## src/rtl/regacc_pkg.sv

```systemverilog
// Shared constants for the register access channel: state codes and
// status word field positions. Assumes a 3-bit state code.
package regacc_pkg;
    localparam int ST_W       = 3;
    localparam logic [ST_W-1:0] ST_IDLE  = 3'd0;
    localparam logic [ST_W-1:0] ST_REQ   = 3'd2;
    localparam logic [ST_W-1:0] ST_WFDAT = 3'd4;
    localparam logic [ST_W-1:0] ST_WFCLR = 3'd6;
    // Extra status bits above the data field: state, sync-idle, init-done.
    localparam int STAT_XTRA  = ST_W + 2;
endpackage

```

## src/rtl/regacc_cmd_dec.sv

```systemverilog
// Command word decoder: splits an accepted command into direction,
// halved address and write value, and holds them for the back end.
// Assumes load is only raised when the channel is idle.
module regacc_cmd_dec #(
    parameter int DATA_W = 16,
    parameter int ADDR_W = 15,
    localparam int CMD_W = 1 + ADDR_W + DATA_W
) (
    input  logic              clk,
    input  logic              rst_n,
    input  logic              load,
    input  logic [CMD_W-1:0]  cmd_word,
    input  logic              busy,
    output logic              we_q,
    output logic [ADDR_W-1:0] addr_q,
    output logic [DATA_W-1:0] wdata_q
);
    // Capture the command fields on acceptance.
    always_ff @(posedge clk) begin
        if (!rst_n) begin
            we_q    <= 1'b0;
            addr_q  <= '0;
            wdata_q <= '0;
        end else if (load) begin
            we_q    <= cmd_word[CMD_W-1];
            addr_q  <= cmd_word[CMD_W-2:DATA_W];
            wdata_q <= cmd_word[DATA_W-1:0];
        end
    end

    AST_CMD_HELD: assert property (@(posedge clk) disable iff (!rst_n)
        busy |=> ($stable(we_q) && $stable(addr_q) && $stable(wdata_q)));
endmodule

```

## src/rtl/regacc_fsm.sv

```systemverilog
// Channel state machine: request, wait for data, wait for valid-clear.
// Unused state codes fall back to idle. Also keeps the sticky overrun
// flag for commands that arrive while busy.
module regacc_fsm
    import regacc_pkg::*;
(
    input  logic            clk,
    input  logic            rst_n,
    input  logic            cmd_wr,
    input  logic            cmd_we,
    input  logic            be_ack,
    input  logic            be_rvalid,
    input  logic            vclr_wr,
    input  logic            vclr_val,
    output logic [ST_W-1:0] state,
    output logic            accept,
    output logic            capture,
    output logic            overrun
);
    logic [ST_W-1:0] st_q, st_d;
    logic            ovr_q;

    assign state   = st_q;
    assign accept  = cmd_wr && (st_q == ST_IDLE);
    assign capture = be_rvalid && (st_q == ST_WFDAT);
    assign overrun = ovr_q;

    // Next-state selection.
    always_comb begin
        st_d = st_q;
        case (st_q)
            ST_IDLE:  if (cmd_wr)              st_d = ST_REQ;
            ST_REQ:   if (be_ack)              st_d = cmd_we ? ST_IDLE : ST_WFDAT;
            ST_WFDAT: if (be_rvalid)           st_d = ST_WFCLR;
            ST_WFCLR: if (vclr_wr && vclr_val) st_d = ST_IDLE;
            default:                           st_d = ST_IDLE;
        endcase
    end

    // State register.
    always_ff @(posedge clk) begin
        if (!rst_n) st_q <= ST_IDLE;
        else        st_q <= st_d;
    end

    // Sticky overrun on a command strobe while busy.
    always_ff @(posedge clk) begin
        if (!rst_n)                          ovr_q <= 1'b0;
        else if (cmd_wr && st_q != ST_IDLE)  ovr_q <= 1'b1;
    end

    AST_REQ_HOLD: assert property (@(posedge clk) disable iff (!rst_n)
        (st_q == ST_REQ && !be_ack) |=> (st_q == ST_REQ));
    AST_WR_DONE: assert property (@(posedge clk) disable iff (!rst_n)
        (st_q == ST_REQ && be_ack && cmd_we) |=> (st_q == ST_IDLE));
    AST_LEGAL_CODE: assert property (@(posedge clk) disable iff (!rst_n)
        (st_q == ST_IDLE || st_q == ST_REQ || st_q == ST_WFDAT || st_q == ST_WFCLR));
    AST_CLR_PARK: assert property (@(posedge clk) disable iff (!rst_n)
        (st_q == ST_WFCLR && !(vclr_wr && vclr_val)) |=> (st_q == ST_WFCLR));
    AST_OVR_STICKY: assert property (@(posedge clk) disable iff (!rst_n)
        ovr_q |=> ovr_q);
endmodule

```

## src/rtl/regacc_status.sv

```systemverilog
// Status word builder: holds the captured read value and the init-done
// register and packs them with the state code and sync-idle flag.
module regacc_status
    import regacc_pkg::*;
#(
    parameter int DATA_W = 16,
    parameter int OUT_W  = 32,
    localparam int PAD_W = OUT_W - DATA_W - STAT_XTRA
) (
    input  logic              clk,
    input  logic              rst_n,
    input  logic              capture,
    input  logic [DATA_W-1:0] be_rdata,
    input  logic              init_wr,
    input  logic              init_val,
    input  logic [ST_W-1:0]   state,
    output logic [OUT_W-1:0]  status_word
);
    logic [DATA_W-1:0] rd_q;
    logic              init_q;
    logic              sync_idle;

    // Hold read data from capture until the next capture.
    always_ff @(posedge clk) begin
        if (!rst_n)       rd_q <= '0;
        else if (capture) rd_q <= be_rdata;
    end

    // Software-written init-done register.
    always_ff @(posedge clk) begin
        if (!rst_n)       init_q <= 1'b0;
        else if (init_wr) init_q <= init_val;
    end

    // No handshake outstanding in idle or while parked for clear.
    assign sync_idle   = (state == ST_IDLE) || (state == ST_WFCLR);
    assign status_word = {{PAD_W{1'b0}}, init_q, sync_idle, state, rd_q};

    AST_RDATA_STABLE: assert property (@(posedge clk) disable iff (!rst_n)
        !capture |=> $stable(rd_q));
endmodule

```

## src/rtl/regacc_chan.sv

```systemverilog
// Register access channel top: accepts a command word, drives a
// req/ack back end, parks reads until software clears them, and
// reports everything through one status word.
module regacc_chan
    import regacc_pkg::*;
#(
    parameter int DATA_W = 16,
    parameter int ADDR_W = 15,
    localparam int CMD_W = 1 + ADDR_W + DATA_W
) (
    input  logic              clk,
    input  logic              rst_n,
    input  logic              cmd_wr,
    input  logic [CMD_W-1:0]  cmd_word,
    input  logic              vclr_wr,
    input  logic              vclr_val,
    input  logic              init_wr,
    input  logic              init_val,
    output logic [CMD_W-1:0]  status_word,
    output logic              overrun,
    output logic              be_req,
    output logic              be_we,
    output logic [ADDR_W-1:0] be_addr,
    output logic [DATA_W-1:0] be_wdata,
    input  logic              be_ack,
    input  logic              be_rvalid,
    input  logic [DATA_W-1:0] be_rdata
);
    logic [ST_W-1:0] state;
    logic            accept, capture;

    regacc_fsm u_fsm (
        .clk(clk), .rst_n(rst_n), .cmd_wr(cmd_wr), .cmd_we(be_we),
        .be_ack(be_ack), .be_rvalid(be_rvalid),
        .vclr_wr(vclr_wr), .vclr_val(vclr_val),
        .state(state), .accept(accept), .capture(capture), .overrun(overrun)
    );

    regacc_cmd_dec #(.DATA_W(DATA_W), .ADDR_W(ADDR_W)) u_dec (
        .clk(clk), .rst_n(rst_n), .load(accept), .cmd_word(cmd_word),
        .busy(state != ST_IDLE),
        .we_q(be_we), .addr_q(be_addr), .wdata_q(be_wdata)
    );

    regacc_status #(.DATA_W(DATA_W), .OUT_W(CMD_W)) u_stat (
        .clk(clk), .rst_n(rst_n), .capture(capture), .be_rdata(be_rdata),
        .init_wr(init_wr), .init_val(init_val), .state(state),
        .status_word(status_word)
    );

    // Request is raised for the whole REQ state.
    assign be_req = (state == ST_REQ);

    AST_REQ_ONE_CYCLE: assert property (@(posedge clk) disable iff (!rst_n)
        (state == ST_IDLE && cmd_wr) |=> be_req);
endmodule

```

## config.mk

```make
export PLATFORM = sky130hd
export DESIGN_NAME = regacc_chan
export DESIGN_NICKNAME = d
export VERILOG_FILES = /design/src/rtl/regacc_pkg.sv /design/src/rtl/regacc_cmd_dec.sv /design/src/rtl/regacc_fsm.sv /design/src/rtl/regacc_status.sv /design/src/rtl/regacc_chan.sv
export SDC_FILE = /design/constraint.sdc
export NUM_CORES = 1
export LEC_CHECK = 0
export ABC_AREA = 0
export BUFFER_PORTS_ARGS = -buffer_cell sky130_fd_sc_hd__buf_2
export CAP_MARGIN = 20
export CORE_MARGIN = 10
export CORE_UTILIZATION = 30
export CTS_CLUSTER_SIZE = 8
export DETAILED_ROUTE_END_ITERATION = 16
export GPL_TIMING_DRIVEN = 1
export SYNTH_ARGS = -nofsm -noshare
export SYNTH_HDL_FRONTEND = slang
export SYNTH_SLANG_ARGS = --single-unit
```

## constraint.sdc

```tcl
create_clock -name clk -period 1.81 [get_ports clk]
set_input_delay 0.543 -clock clk [delete_from_list [all_inputs] [get_ports clk]]
set_output_delay 0.543 -clock clk [all_outputs]
set_load 0.05 [all_outputs]
```

==> metrics list <==
- Result of the run: finished, final reports clean
- DRC marker count from the first detailed-route iteration: 40
- The floorplan step defined a core boundary enclosing 0.00718 mm2.
- The layout has 768 filler cells.
* Setup WS pre-CTS: 0.238 ns
- For this run, the register share of the synthesized area comes to 0.474.
* Worst Setup Path Type: register to primary output
- Via count of the first global-routing pass: 1959
- TritonCTS created 5 clock buffers.
- STA classifies the critical path startpoint as a register.
- Largest net degree at the start of global routing: 33
- In this run, synthesis produced a sequential element count of 52.
* Worst-path clk slew: 0.10 ns
- After detailed routing, the average wire length per cell comes to 13.1 um.
- Total gr overflow: 0
- Clock tree from TritonCTS: built
- Net Sw Frac: 0.421
* Reg-to-reg critical path endpoint: u_fsm.state[2]
* Final Util: 0.416
- Data arrives at the worst endpoint at 1.20 ns.
- Combinational fraction of design power: 0.448
- Derived from the worst setup path, the maximum achievable clock frequency is 0.572 GHz.
- Die outline area: 0.0111 mm2
* Final cell count without fillers: 462
- Hold path startpoint: u_dec.addr_q[1]
* DRC viols: 0
* Worst setup slack for register-to-register paths: 0.27 ns
- Detailed-route vias per instance: 4.18
* Number of antenna violations at the first check in global routing: 0
- On the final layout, the worst clock skew is 0.00642 ns.
* Number of routed nets with antenna violations: 0
* CTS max path bufs: 2
* Number of distinct library cell variants in the gate-level netlist after synthesis: 22
- Hold buffers post-CTS: 0
* Launch instance of the worst register-to-register path: u_fsm.state[2]
- 123 I/O pins were placed.
- Max-cap check violation count: 0
- The cell sitting at the root of the clock tree is a clkbuf_8.
- Effective utilization at floorplan: 0.306
- Netlist Area Pre-Place: 0.00219 mm2
- Summed area of non-filler cells in the final layout: 0.00298 mm2
- Setup violators final: 0
* Worst min-delay path class: register to register
- At the end of the flow, the number of nets in the layout was 423.
- STA classifies the critical path endpoint as a primary output.
- The worst path meets setup with 0.0629 ns of slack.
- Clock period minus worst slack: 1.75 ns
- Number of detailed-routing iterations run before antenna repair: 4
- Setup repair after global routing missed its margin: no
- Layout-stage area growth over the synthesis result: 36.0%
- In this run the worst path has a maximum fanout of 2.
* Pwr Density: 1540 mW/mm2
- For the final routed database, the setup TNS stands at 0 ns.
- Wire length after detailed routing: 6050 um
* Total count of max-transition violations in the final report: 0
* Placed cell count: 451
- Port buffering added 110 buffers.
- For this run, the number of Yosys warnings is 0.
- The H-tree was split into 2 levels.
- X dimension of the die: 106 um
* Total clock sinks: 52
- Counting every instance in the synthesized netlist gives 253.
- For the worst setup path, the data required time is 1.27 ns.
- The path with the worst hold slack has its endpoint at u_dec.addr_q[1].
- Of the total power, registers draw 0.317.
* Maximum VDD drop: 1.26 mV
* N_diodes: 0
- For the worst-skew pair, the clock arrives at the later sink with an insertion delay of 0.30 ns.
- The HPWL after detailed placement is 4650 um.
* Post-route fraction of the period consumed by the critical path: 0.965
- The final route contains 1932 vias.
- Summed over all cells, the static leakage comes to 1.43 nW.
* Final Wtd Congestion: 0.729
- Internal power: 2.65 mW
* Switching power of the nets: 1.93 mW
- Overall fraction of global-route tracks in use: 0.105
* Instance area after placement: 0.00279 mm2
- Of the cells placed in the final design, the portion with a size suffix greater than 1 is 0.375.
- Clock group share of total power: 0.235
- The number of cells on the worst reg-to-reg path is 5.
* Number of core rows: 31
* First-pass GRT wire length: 9720 um
- Post-synthesis area per instance: 8.67 um2
- Die H: 106 um
- Counting instances, the worst hold path has a depth of 2.
- The final hold violation count was 0.
## state kept, by name (all words and copies together), names as in the netlist
name           flops
u_stat.init_q      1
u_dec.addr_q      15
u_dec.we_q         1
u_stat.rd_q       16
u_dec.wdata_q     16
u_fsm.overrun      1
u_fsm.state        2
## cells by family (layout without fill, tap and decap cells)
group / Yosys count / count (layout) / share of synthesized area
adder cells (fa/ha/maj): 4 / 4 / 0.0228
AND/OR/NAND/NOR: 109 / 109 / 0.202
flip-flops: 52 / 52 / 0.474
other: 1 / 12 / 0.00171
AO/OA/AOI/OAI: 53 / 53 / 0.192
buffers and inverters: 32 / 131 / 0.0981
multiplexers: 2 / 2 / 0.00912
## power by group through the flow
stage	registers, mW	logic (mW)	clock network (mW)
3_3_place_gp	1.48	1.96	0
6_report	1.45	2.05	1.08
2_1_floorplan	2.18	0.883	0
5_1_grt	1.48	2.21	1.17
4_1_cts	1.45	2.07	1.12
3_5_place_dp	1.49	1.98	0
## stage by stage
stage | hold slack [ns] | total power [mW]
after floorplan | 0.484 | 3.06
after global placement | 0.437 | 3.45
after detailed placement | 0.442 | 3.48
after CTS | 0.448 | 4.65
after global routing | 0.453 | 4.86
final | 0.453 | 4.58
## Yosys cell counts
cell type,n,area [um2]
nand2_1,100,375
dfxtp_1,52,1040
a21boi_0,16,120
clkbuf_1,5,18.8
a2111oi_4,1,27.5
and2b_2,1,8.76
nor3b_1,1,7.51
a21boi_1,32,240
o211a_1,1,10.0
o21ai_0,1,5.00
buf_2,4,20.0
ha_1,4,50.1
conb_1,1,3.75
o21a_1,1,7.51
buf_4,16,120
nor2b_4,1,13.8
inv_1,3,11.3
mux2i_1,2,20.0
buf_6,4,45.0
and2_1,2,12.5
nor2b_1,4,25.0
a2111o_1,1,11.3
## cell usage in the layout, fill, tap and decap left out
master and count:
a2111o_1 1, a2111oi_4 1, a21boi_0 16, a21boi_1 32, and2_1 2, and2b_2 1, buf_12 2, buf_2 108
buf_4 8, buf_6 1, bufinv_16 3, clkbuf_4 1, clkbuf_8 5, conb_1 12, dfxtp_1 50, dfxtp_4 2
ha_1 3, ha_2 1, inv_1 1, inv_2 2, mux2i_1 2, nand2_1 100, nor2b_1 4, nor2b_4 1
nor3b_1 1, o211a_1 1, o21a_1 1, o21ai_0 1
## worst max-delay path: stages, from the launching register on
cell     delay, ns
dfxtp_4       0.36
inv_2         0.04
ha_1          0.28
inv_1         0.07
buf_6         0.15
## routing by layer
metal / share of wire / vias up / GRT usage
met5: 0 / - / 0
met4: 0.0099 / 0 / 0.0338
li1: - / 995 / -
met1: 0.43 / 861 / 0.123
met3: 0.085 / 7 / 0.0451
met2: 0.47 / 69 / 0.171
## worst max-delay path by stage
stage                   start               to  depth (start not counted)
5_1_grt        u_fsm.state[2]  status_word[19]                          4
3_5_place_dp   u_fsm.state[1]  status_word[19]                          4
3_3_place_gp   u_fsm.state[1]  status_word[19]                          4
4_1_cts        u_fsm.state[1]  status_word[19]                          4
2_1_floorplan  u_fsm.state[2]   u_fsm.state[1]                          5
6_report       u_fsm.state[2]  status_word[19]                          4
## repair_timing
| item | in CTS | in global routing |
|---|---|---|
| gates resized for setup | 4 | 3 |
| gates cloned | 0 | 0 |
| pin swaps | 0 | 1 |
| setup buffers | 3 | 0 |
| endpoints found under the setup margin | 1 | 2 |
## cell type report
type | count | area, um2 | area share
Inverter | 3 | 11.3 | 0.00377
Clock buffer | 5 | 68.8 | 0.0231
Multi-Input combinational cell | 180 | 982 | 0.329
Timing Repair Buffer | 120 | 659 | 0.221
Tap cell | 99 | 124 | 0.0415
Sequential cell | 52 | 1050 | 0.351
Clock inverter | 3 | 90.1 | 0.0302
Note: power is estimated with default switching activity, not from simulation.
